--- config.mk ---
export PLATFORM = sky130hd
export DESIGN_NAME = fir2p_sym_top
export DESIGN_NICKNAME = d
export VERILOG_FILES = /design/src/rtl/fir2p_pkg.sv /design/src/rtl/fir2p_preadd.sv /design/src/rtl/fir2p_symtf.sv /design/src/rtl/fir2p_tf.sv /design/src/rtl/fir2p_sym_top.sv
export SDC_FILE = /design/constraint.sdc
export NUM_CORES = 1
export LEC_CHECK = 0
export ABC_AREA = 1
export BUFFER_PORTS_ARGS = -buffer_cell sky130_fd_sc_hd__buf_2
export CORE_MARGIN = 3
export CORE_UTILIZATION = 60
export DETAILED_ROUTE_END_ITERATION = 6
export PLACE_DENSITY_LB_ADDON = 0.25
export SETUP_SLACK_MARGIN = 0.1
export SYNTH_ARGS = -nofsm -noshare
export SYNTH_HDL_FRONTEND = slang
export SYNTH_HIERARCHICAL = 1
export SYNTH_SLANG_ARGS = --single-unit
--- constraint.sdc ---
create_clock -name clk -period 10.5 [get_ports clk]
set_clock_uncertainty 0.2 [all_clocks]
set_input_delay 0.525 -clock clk [delete_from_list [all_inputs] [get_ports clk]]
set_output_delay 0.525 -clock clk [all_outputs]
set_load 0.01 [all_outputs]
--- src/rtl/fir2p_pkg.sv ---
package fir2p_pkg;
  // Width of every internal and output word: product, tap growth, sign and halving headroom.
  function automatic int word_bits(int dw, int cw, int ntaps);
    return dw + cw + $clog2(ntaps) + 2;
  endfunction
endpackage

--- src/rtl/fir2p_preadd.sv ---
module fir2p_preadd #(
  parameter int DW = 8
) (
  input  logic signed [DW-1:0] x0,
  input  logic signed [DW-1:0] x1,
  output logic signed [DW:0]   sum_o,
  output logic signed [DW:0]   diff_o
);
  logic signed [DW:0] x0e, x1e;
  assign x0e    = {x0[DW-1], x0};
  assign x1e    = {x1[DW-1], x1};
  assign sum_o  = x0e + x1e;
  assign diff_o = x0e - x1e;
endmodule

--- src/rtl/fir2p_symtf.sv ---
// Transposed-form sub-filter with mirrored taps sharing one multiplier.
// ANTI selects negation at the mirrored tap (antisymmetric set).
module fir2p_symtf #(
  parameter int TAPS = 4,
  parameter int UW   = 9,
  parameter int CWS  = 9,
  parameter int AW   = 21,
  parameter bit ANTI = 1'b0,
  localparam int HALF = TAPS / 2
) (
  input  logic                  clk,
  input  logic                  rst,
  input  logic                  en,
  input  logic signed [UW-1:0]  u,
  input  logic [HALF*CWS-1:0]   coef_half,
  output logic signed [AW-1:0]  y
);
  logic signed [AW-1:0] ue;
  logic signed [AW-1:0] prod [HALF];
  logic signed [AW-1:0] tap  [TAPS];
  logic signed [AW-1:0] st   [TAPS-1];

  assign ue = AW'(u);

  for (genvar i = 0; i < HALF; i++) begin : g_mul
    logic signed [AW-1:0] ce;
    assign ce      = AW'($signed(coef_half[i*CWS +: CWS]));
    assign prod[i] = ue * ce;
    assign tap[i]  = prod[i];
    if (ANTI) begin : g_neg
      assign tap[TAPS-1-i] = -prod[i];
    end else begin : g_pos
      assign tap[TAPS-1-i] = prod[i];
    end
  end

  always_ff @(posedge clk) begin
    if (rst) begin
      for (int j = 0; j < TAPS-1; j++) st[j] <= '0;
    end else if (en) begin
      for (int j = 0; j < TAPS-2; j++) st[j] <= tap[j+1] + st[j+1];
      st[TAPS-2] <= tap[TAPS-1];
    end
  end

  assign y = tap[0] + st[0];
endmodule

--- src/rtl/fir2p_tf.sv ---
// Plain transposed-form sub-filter, one multiplier per tap.
module fir2p_tf #(
  parameter int TAPS = 4,
  parameter int UW   = 8,
  parameter int CWS  = 8,
  parameter int AW   = 21
) (
  input  logic                  clk,
  input  logic                  rst,
  input  logic                  en,
  input  logic signed [UW-1:0]  u,
  input  logic [TAPS*CWS-1:0]   coef,
  output logic signed [AW-1:0]  y
);
  logic signed [AW-1:0] ue;
  logic signed [AW-1:0] tap [TAPS];
  logic signed [AW-1:0] st  [TAPS-1];

  assign ue = AW'(u);

  for (genvar i = 0; i < TAPS; i++) begin : g_mul
    logic signed [AW-1:0] ce;
    assign ce     = AW'($signed(coef[i*CWS +: CWS]));
    assign tap[i] = ue * ce;
  end

  always_ff @(posedge clk) begin
    if (rst) begin
      for (int j = 0; j < TAPS-1; j++) st[j] <= '0;
    end else if (en) begin
      for (int j = 0; j < TAPS-2; j++) st[j] <= tap[j+1] + st[j+1];
      st[TAPS-2] <= tap[TAPS-1];
    end
  end

  assign y = tap[0] + st[0];
endmodule

--- src/rtl/fir2p_sym_top.sv ---
module fir2p_sym_top #(
  parameter int DW    = 8,
  parameter int CW    = 8,
  parameter int NTAPS = 8,
  // Coefficient h(j) sits at bits [j*CW +: CW]; the set must be symmetric.
  parameter logic [NTAPS*CW-1:0] COEFS = {8'h80, 8'h07, 8'h7F, 8'h5A,
                                          8'h5A, 8'h7F, 8'h07, 8'h80},
  // Derived width; leave at its default.
  parameter int OW = fir2p_pkg::word_bits(DW, CW, NTAPS)
) (
  input  logic                 clk,
  input  logic                 rst,
  input  logic                 in_valid,
  input  logic signed [DW-1:0] in_x0,
  input  logic signed [DW-1:0] in_x1,
  output logic                 out_valid,
  output logic signed [OW-1:0] out_y0,
  output logic signed [OW-1:0] out_y1
);
  localparam int M  = NTAPS / 2;   // polyphase length
  localparam int HM = M / 2;       // shared multipliers per symmetric sub-filter
  localparam int CA = CW + 1;      // sum/difference coefficient width
  localparam int UW = DW + 1;      // sum/difference sample width

  function automatic logic signed [CA-1:0] hc(int j);
    return {COEFS[j*CW+CW-1], COEFS[j*CW +: CW]};
  endfunction

  logic [HM*CA-1:0] a_half, b_half;
  logic [M*CW-1:0]  odd_coef;

  always_comb begin
    for (int i = 0; i < HM; i++) begin
      a_half[i*CA +: CA] = hc(2*i) + hc(2*i+1);
      b_half[i*CA +: CA] = hc(2*i) - hc(2*i+1);
    end
    for (int i = 0; i < M; i++) odd_coef[i*CW +: CW] = COEFS[(2*i+1)*CW +: CW];
  end

  logic signed [UW-1:0] s_in, d_in;
  logic signed [OW-1:0] ya, yb, yh;

  fir2p_preadd #(.DW(DW)) u_pre (
    .x0(in_x0), .x1(in_x1), .sum_o(s_in), .diff_o(d_in)
  );

  fir2p_symtf #(.TAPS(M), .UW(UW), .CWS(CA), .AW(OW), .ANTI(1'b0)) u_sum (
    .clk(clk), .rst(rst), .en(in_valid), .u(s_in), .coef_half(a_half), .y(ya)
  );

  fir2p_symtf #(.TAPS(M), .UW(UW), .CWS(CA), .AW(OW), .ANTI(1'b1)) u_dif (
    .clk(clk), .rst(rst), .en(in_valid), .u(d_in), .coef_half(b_half), .y(yb)
  );

  fir2p_tf #(.TAPS(M), .UW(DW), .CWS(CW), .AW(OW)) u_odd (
    .clk(clk), .rst(rst), .en(in_valid), .u(in_x1), .coef(odd_coef), .y(yh)
  );

  logic signed [OW-1:0] half_sum, half_dif, odd_q, y0_c;
  assign half_sum = (ya + yb) >>> 1;   // H0X0 + H1X1, exact (sum is even)
  assign half_dif = (ya - yb) >>> 1;   // H0X1 + H1X0
  assign y0_c     = half_sum - yh + odd_q;

  always_ff @(posedge clk) begin
    if (rst) begin
      odd_q     <= '0;
      out_valid <= 1'b0;
      out_y0    <= '0;
      out_y1    <= '0;
    end else begin
      out_valid <= in_valid;
      if (in_valid) begin
        odd_q  <= yh;
        out_y0 <= y0_c;
        out_y1 <= half_dif;
      end
    end
  end
endmodule

# Word level (Yosys, flattened, before mapping)
# Memories as Yosys holds them, arrays and structs flattened.
# Cells that the tools add are included.
[totals]
latchBits = 0
register_bits = 63
romBits = 0
n_memories = 3
mem_bits_rw = 189
word_cells = 55
output_inout_bits = 43
input_bits = 19
[memory_table]
columns = ["memory", "depth", "width", "rd", "rd_ports_with_merged_regs", "wr", "line_no", "text"]
rows = [
  ["u_dif.st", 3, 21, 3, 0, 3, "fir2p_symtf.sv:21", "logic signed [AW-1:0] st [TAPS-1];"],
  ["u_odd.st", 3, 21, 3, 0, 3, "fir2p_tf.sv:17", "logic signed [AW-1:0] st [TAPS-1];"],
  ["u_sum.st", 3, 21, 3, 0, 3, "fir2p_symtf.sv:21", ""],
]
[classes]
n_shift = 0
div_mod_pow = 0
magnitude_cmp = 0
bitwise_logic = 9
n_eq_ne = 0
mul = 7
n_addsub = 18
mux = 14
n_reduce_logical = 0
[op_table]
columns = ["op", "count"]
rows = [
  ["21-bit adder", 11],
  ["21-bit 2-to-1 mux", 9],
  ["21-bit negation", 2],
  ["9-bit by 9-bit multiplier with 18-bit output, second input constant", 2],
  ["20-bit by 21-bit subtractor with 21-bit output", 1],
  ["21-bit subtractor", 1],
  ["9-bit by 8-bit multiplier with 17-bit output, second input constant", 1],
  ["8-bit by 8-bit multiplier with 16-bit output, second input constant", 1],
  ["9-bit by 7-bit multiplier with 16-bit output, second input constant", 1],
  ["8-bit by 7-bit multiplier with 15-bit output, second input constant", 1],
  ["8-bit negation with 14-bit output", 1],
  ["8-bit by 4-bit multiplier with 12-bit output, second input constant", 1],
  ["8-bit by 8-bit adder with 9-bit output", 1],
  ["1-bit bitwise OR", 9],
  ["8-bit by 8-bit subtractor with 9-bit output", 1],
  ["1-bit 2-to-1 mux", 5],
]

# Logic depth before layout (Yosys ltp)
# Gate-level depths: netlist of the first run.
[depth]
depth_word = 6
mapped_depth = 64
mapped_depth_nobuf = 62

# Modules after synthesis
# The synthesis of the first run kept the hierarchy.
[by_module_without_submodules]
columns = ["mod", "instances", "cells_per_inst", "area_each_um2", "seq_area_each_um2"]
rows = [
  ["fir2p_tf", 1, 2066, 16296.9, 1741.7],
  ["fir2p_symtf (u_sum)", 1, 1535, 11713.7, 1801.7],
  ["fir2p_symtf (u_dif)", 1, 1479, 11572.3, 1891.8],
  ["fir2p_sym_top", 1, 896, 6115.9, 1261.2],
  ["fir2p_preadd", 1, 149, 844.6, 0.0],
]

# Worst setup path before layout of the first run
# OpenSTA, ideal clock, no wires.
[synth_path]
path_type = "in2reg"
startpoint = "input in_x0[0]"
endpoint = "register out_y0[19]"
n_path_buf = 3
t_arrival_ns = 9.808
stages = 51
t_required_ns = 10.184
setup_slack_ns = 0.376
setup_ns = 0.116
path_cell_list = "inv_1 -> ha_1 -> fa_1 -> inv_1 -> nand3_1 -> nand2_1 -> nand2_1 -> nand2_1 -> nand2_1 -> nand2_1 -> clkbuf_1 -> clkbuf_1 -> nand2_1 -> inv_1 -> fa_1 -> inv_1 -> fa_1 -> fa_1 -> [... 15 more ...] -> xor2_1 -> inv_1 -> ha_1 -> buf_2 -> nor3_1 -> nor3b_1 -> nand3_1 -> nand3_1 -> xor2_1 -> fa_1 -> ha_1 -> nand2_1 -> nor4_1 -> nand4_1 -> nand4_1 -> nand3_1 -> o211ai_1 -> inv_1"
[synth_between]
elab_chain_cells = 6
word_cells_on_any_way = 9
classes_between = "add/sub: 7; mul: 2"
[synth_rtl]
columns = ["element", "line_no", "text"]
rows = [
  ["start, declared", "fir2p_sym_top.sv:14", "input logic signed [DW-1:0] in_x0,"],
  ["8-bit by 8-bit subtractor with 9-bit output", "fir2p_preadd.sv:13", "assign diff_o = x0e - x1e;"],
  ["net d_in[8]", "fir2p_sym_top.sv:40", "logic signed [UW-1:0] s_in, d_in;"],
  ["9-bit by 9-bit multiplier with 18-bit output", "fir2p_symtf.sv:28", "assign prod[i] = ue * ce;"],
  ["21-bit adder", "fir2p_symtf.sv:46", "assign y = tap[0] + st[0];"],
  ["net yb[17]", "fir2p_sym_top.sv:41", "logic signed [OW-1:0] ya, yb, yh;"],
  ["21-bit adder", "fir2p_sym_top.sv:60", "assign half_sum = (ya + yb) >>> 1;"],
  ["20-bit by 21-bit subtractor with 21-bit output", "fir2p_sym_top.sv:62", "assign y0_c = half_sum - yh + odd_q;"],
  ["21-bit adder", "fir2p_sym_top.sv:62", ""],
  ["end signal, assigned", "fir2p_sym_top.sv:74", "out_y0 <= y0_c;"],
  ["end, declared", "fir2p_sym_top.sv:17", "output logic signed [OW-1:0] out_y0,"],
]
# The timed path passes the listed nets, and every way through them passes these cells.
# A chain may end at the register's enable or synchronous reset.

# Worst setup path in the final report of the first run
[layout_path]
startpoint = "input in_x0[0]"
endpoint = "register out_y0[18]"
# The elaborated chain is that of the path after synthesis.

==> qor.yml, run 1 <==
critical_path:
  worst-path-max-fanout: 5
  crit_cells: 46
  crit_type: "in2reg"
  cp_top_family: "adder cells"
  worstSetupStartpoint: "in_x0[0]"
  worst_setup_path_start_kind: "input port"
  cp-end-kind: "register"
  rr_worst_depth: 28
  r2r-start: "u_odd/st[0][9]"
  cp_num_buf_inv: 11
  r2r_slack_ps: 3900
  cpPeakStageDelay_ps: 590
  worstPathArrival_ps: 10100
  crit_required_ps: 10800
  critPathCapture: "out_y0[18]"
  r2r-end: "out_y0[15]"
  cp_common_cell: "inv_1"
  crit_path_top_delay_cell: "fa_1"
final_layout:
  nets: 7527
  drive_above_1_share: 0.0853
  diodes: 0
  fill_cells: 6649
  regArea_sq_um: 6700
  final_cell_area_sq_um: 50900
  syn2layout_area_growth_pct: 9.27
  multi_input_area_sq_um: 34300
detailed_routing:
  firstDrtPassIters: 7
  drtIter0Drc: 2689
  drc: 0
  wl_per_cell_microns: 16.2
  antenna_left: 0
  dr_total_vias: 39500
  drt_wl_total_mm: 121
  vias_per_cell: 5.32
flow_run:
  max-cap-violations: 0
logic_synthesis:
  async_reset_ff_frac: 0
  synth-seq-cells: 244
  ys_types: 61
  yosysSeqAreaShare: 0.144
  synth-edff-count: 181
  avgSynthCellArea_sq_um: 7.60
  synth.top_cell.area_share: 0.260
  synthCells: 6125
  syn_area_sq_um: 46500
  synth.most_common_cell: "inv_1"
  yosys.area.top_type: "fa_1"
  ys.warnings.count: 6
  yosys-top-cells-count: "inv_1, nand2_1, fa_1"
  synth_ff_type: "edfxtp_1"
  ys_top_cells_by_area: "fa_1, ha_1, edfxtp_1, inv_1, nand2_1"
clocking:
  numCtsBuffers: 30
  ctsRootBufferMaster: "clkbuf_16"
  cts_tree: "done"
  clock_latency_ps: 610
  clkTransAtPathRegs_ps: 70
  htreeDepth: 1
  cts_buffer_depth: 3
  clock-sinks: 244
  cts_hold_buffers: 0
timing:
  hold_viol_final: 0
  tightestPinTransition_ps: 1030
  setup_viol: 0
  grt_setup_unrepaired: "true"
  timing.fmax_mhz: 102
  finalHoldWorstSlack_ps: 73.0
  finalMaxSlewViolations: 0
  fin_crit_sh: 0.934
  relSlewSlack: 0.312
  fin_crit_ps: 9800
placed_design:
  io_buffers: 61
  dp.final_hpwl_mm: 99.6
  gp_congestion: 0.957
  placed_area_sq_um: 49600
floorplanning:
  num_rows: 101
  start_util: 0.609
  die_h_microns: 285
  dieArea_sq_um: 81000
  die_w_microns: 285
  core_area_sq_um: 76500
  io_pins: 62
grt:
  grt_pass1_vias: 40300
  antenna_found_initial: 0
  grt_first_pass_wirelength_mm: 201
  grt_util_all_layers: 0.304
  grt_max_degree: 64
  grt_overflow: 0
min_path:
  hold_path_class: "in2reg"
status:
  status: "finished clean"
[repair_timing]
item,in CTS,in global routing
gates resized for setup,0,54
buffers inserted,0,1
endpoints found under the setup margin,0,8
[state kept, by name, summed over array words and instances (netlist names)]
register,count
out_y0,21
odd_q,21
u_odd/st,58
u_sum/st,60
u_dif/st,63
out_valid,1
out_y1,20
[final cells by class]
cell class	instances	share of cell area
Inverter	1441	0.106
Multi-Input combinational cell	4352	0.674
Sequential cell	244	0.132
Tap cell	1030	0.0253
Clock inverter	13	0.00221
Timing Repair Buffer	311	0.0430
Clock buffer	40	0.0173
[kinds of logic after synthesis]
| group | count (synthesis) | share of synthesized area |
|---|---|---|
| fa+ha+maj | 1128 | 0.401 |
| buf+inv | 1614 | 0.133 |
| xor+xnor | 188 | 0.0359 |
| flops | 244 | 0.144 |
| simple gates | 2129 | 0.189 |
| other cells | 2 | 0.000161 |
| compound gates | 820 | 0.0976 |
[per-layer routing]
metal  share of wire  vias to the layer above  wire length, microns  global-route usage
li1                -                    19200                     -                   -
met1            0.43                    18900                 51800               0.403
met2            0.48                     1156                 57300               0.524
met3           0.056                      251                  6780              0.0326
met4           0.038                        0                  4550              0.0954
met5               0                        -                     0                   0
[placed cells by master, fill, tap and decap left out, types with 87 or more instances in the layout]
master / instances
a21oi_1: 409
buf_4: 250
conb_1: 87
edfxtp_1: 181
fa_1: 605
ha_1: 516
inv_1: 1412
nand2_1: 1310
nand3_1: 209
nor2_1: 427
o21ai_0: 222
xor2_1: 125
[stage by stage]
stage	TNS (ps)	std cells	worst slack [ps]	util
final	0	7431	696	0.665
after global routing	-8.69	7431	-8.69	0.665
after CTS	0	7430	384	0.662
after detailed placement	-640	7377	-235	0.649
after global placement	0	7377	48.6	0.649
after floorplan	0	6210	376	-
[worst min-delay path by stage]
stage / from / endpoint / slack (ps) / cells past startpoint
final: in_valid / odd_q[13] / 70 / 2
after global routing: in_valid / odd_q[13] / 80 / 2
after CTS: in_valid / odd_q[14] / 40 / 2
after detailed placement: odd_q[0] / odd_q[0] / 260 / 2
after global placement: odd_q[0] / odd_q[0] / 250 / 2
after floorplan: odd_q[0] / odd_q[0] / 240 / 2
[worst register-to-register path: cells and delay by family, from the launching register on]
kind	cells	cell delay, ps
adder cells (fa/ha/maj)	8	3620
AND/OR/NAND/NOR	9	940
AO/OA/AOI/OAI	2	360
buffers and inverters	8	690
XOR/XNOR	1	380
flip-flops	1	320
Power of run 1 is left out: the tool's default activity adds up to more than one toggle a clock period on the data nets, which glitch-free logic cannot reach.
==> run 2, diff against run 1 <==
--- a/config.mk
+++ b/config.mk
@@ -8,11 +8,10 @@
 export ABC_AREA = 1
 export BUFFER_PORTS_ARGS = -buffer_cell sky130_fd_sc_hd__buf_2
 export CORE_MARGIN = 3
-export CORE_UTILIZATION = 60
+export CORE_UTILIZATION = 59
 export DETAILED_ROUTE_END_ITERATION = 6
 export PLACE_DENSITY_LB_ADDON = 0.25
 export SETUP_SLACK_MARGIN = 0.1
 export SYNTH_ARGS = -nofsm -noshare
 export SYNTH_HDL_FRONTEND = slang
-export SYNTH_HIERARCHICAL = 1
 export SYNTH_SLANG_ARGS = --single-unit
==> qor.yml, run 2 <==
clocking:
  clkTransAtPathRegs_ps: 60
  cts_tree: "done"
  clock_latency_ps: 570
  cts_buffer_depth: 3
  ctsRootBufferMaster: "clkbuf_16"
  htreeDepth: 1
  numCtsBuffers: 28
  clock-sinks: 238
critical_path:
  worst_setup_path_start_kind: "input port"
  crit_required_ps: 10760
  worst-path-max-fanout: 6
  crit_path_top_delay_cell: "fa_1"
  crit_type: "in2reg"
  cp-end-kind: "register"
  worstPathArrival_ps: 10140
  cp_common_cell: "nand2_1"
  cpPeakStageDelay_ps: 520
status:
  status: "finished clean"
logic_synthesis:
  synth-seq-cells: 238
  yosys-top-cells-count: "inv_1, nand2_1, ha_1"
  yosysSeqAreaShare: 0.227
  ys_top_cells_by_area: "ha_1, edfxtp_1, fa_1, inv_1, a21oi_1"
  synth-edff-count: 175
  ys_types: 60
  avgSynthCellArea_sq_um: 7.98
  synthCells: 3596
  yosys.area.top_type: "ha_1"
  async_reset_ff_frac: 0
  synth_ff_type: "edfxtp_1"
  syn_area_sq_um: 28700
  syn_nets: 4241
  ys.warnings.count: 0
  synth.top_cell.area_share: 0.207
  synth.most_common_cell: "inv_1"
final_layout:
  reg_top3: "u_dif.st (63), u_sum.st (58), u_odd.st (54)"
  final_cell_mix: "inv_1, nand2_1, ha_1, a21oi_1, o21ai_0"
  fill_cells: 3967
  nets: 4505
  fin_cells: 4497
  regMostFlops: "u_dif.st"
  syn2layout_area_growth_pct: 13.9
  drive_above_1_share: 0.111
  diodes: 0
  largest_reg_flops: 63
  final_common_cell: "inv_1"
timing:
  fin_crit_ps: 9880
  fin_ws_ps: 617
  tightestPinTransition_ps: 1220
  timing.fmax_mhz: 101
  setup_viol: 0
  finalHoldWorstSlack_ps: 52.7
  relSlewSlack: 0.184
  grt_setup_unrepaired: "false"
  finalMaxSlewViolations: 0
  fin_crit_sh: 0.941
  hold_viol_final: 0
grt:
  grt_first_pass_wirelength_mm: 118
  grt_util_all_layers: 0.286
  grt_max_degree: 120
  antenna_found_initial: 0
  grt_pass1_vias: 23800
  grt_overflow: 0
floorplanning:
  dieArea_sq_um: 51300
  core_area_sq_um: 47900
  num_rows: 80
  die_h_microns: 227
  start_util: 0.599
  io_pins: 62
  die_w_microns: 227
detailed_routing:
  vias_per_cell: 5.49
  wl_per_cell_microns: 16.4
  drt_wl_total_mm: 73.6
  drc: 0
  firstDrtPassIters: 5
  antenna_left: 0
  drtIter0Drc: 1760
  dr_total_vias: 24700
flow_run:
  max-cap-violations: 0
placed_design:
  place_inst: 4435
  io_buffers: 61
  pre_cts_slack_ps: -352
  dp.final_hpwl_mm: 59.1
  gp_congestion: 0.951
min_path:
  hold_path_class: "in2reg"
-- run 2: changes by cell type after synthesis, sizes merged, moves of 20 or more --
cell    delta
a21oi     -21
nor2     -240
buf       -33
nand2    -814
nand3    -115
clkbuf    -93
fa       -453
ha        -49
inv      -750
nand4     -20
-- run 2: area by class of cell --
cell class,count,area (sq um),area share
Clock inverter,16,216,0.00662
Multi-Input combinational cell,2624,19900,0.607
Tap cell,615,769,0.0235
Clock buffer,36,807,0.0247
Sequential cell,238,6520,0.199
Timing Repair Buffer,281,1960,0.0600
Inverter,687,2590,0.0793
-- run 2: kinds of logic after synthesis --
kind of cell,share of synthesized area
AND/OR/NAND/NOR,0.135
AO/OA/AOI/OAI,0.170
buffers and inverters,0.0964
adder cells (fa/ha/maj),0.313
flip-flops,0.227
XOR/XNOR,0.0592
-- run 2: worst max-delay path: cells and delay by family --
family                     cells  cell delay, ps
and+or+nand+nor               23            2110
xor gates and xnor gates       3             510
AOI/OAI and AO/OA              9            1670
buffers and inverters         12            1540
adders and majority gates     10            3750
-- run 2: path summary, 6_finish.rpt --
path | from | endpoint | slack [ps] | depth (start not counted)
worst min-delay path | in_valid | out_y0[13] | 50 | 3
worst max-delay path | in_x1[1] | out_y0[20] | 620 | 57
worst min register to register | out_y0[15] | out_y0[15] | 250 | 2
worst max register to register | u_dif.st[0][0] | out_y0[20] | 4190 | 34
-- run 2: timing repair --
action                                  4_1_cts  5_1_grt
setup buffers                                 0        9
endpoints found under the setup margin        0        9
endpoints found under the hold margin         1        0
hold buffers                                  1        0
resized for setup                             0       70
-- run 2: metrics by stage --
step,instance area (sq um),utilization,setup TNS (ps)
global route,32700,0.682,0
finish,32700,0.682,0
floorplan,28800,-,0
detailed placement,31200,0.652,-675
global placement,31200,0.652,-29.5
CTS,32300,0.673,0
-- run 2: layer usage --
metal	part of all wire	wire, microns	track usage	vias to the layer above
met5	0	0	0	-
met1	0.46	33600	0.394	11400
met3	0.058	4230	0.0387	117
met4	0.029	2110	0.0860	0
li1	-	-	-	12500
met2	0.46	33700	0.473	641
Power of run 2 is left out for the same reason.
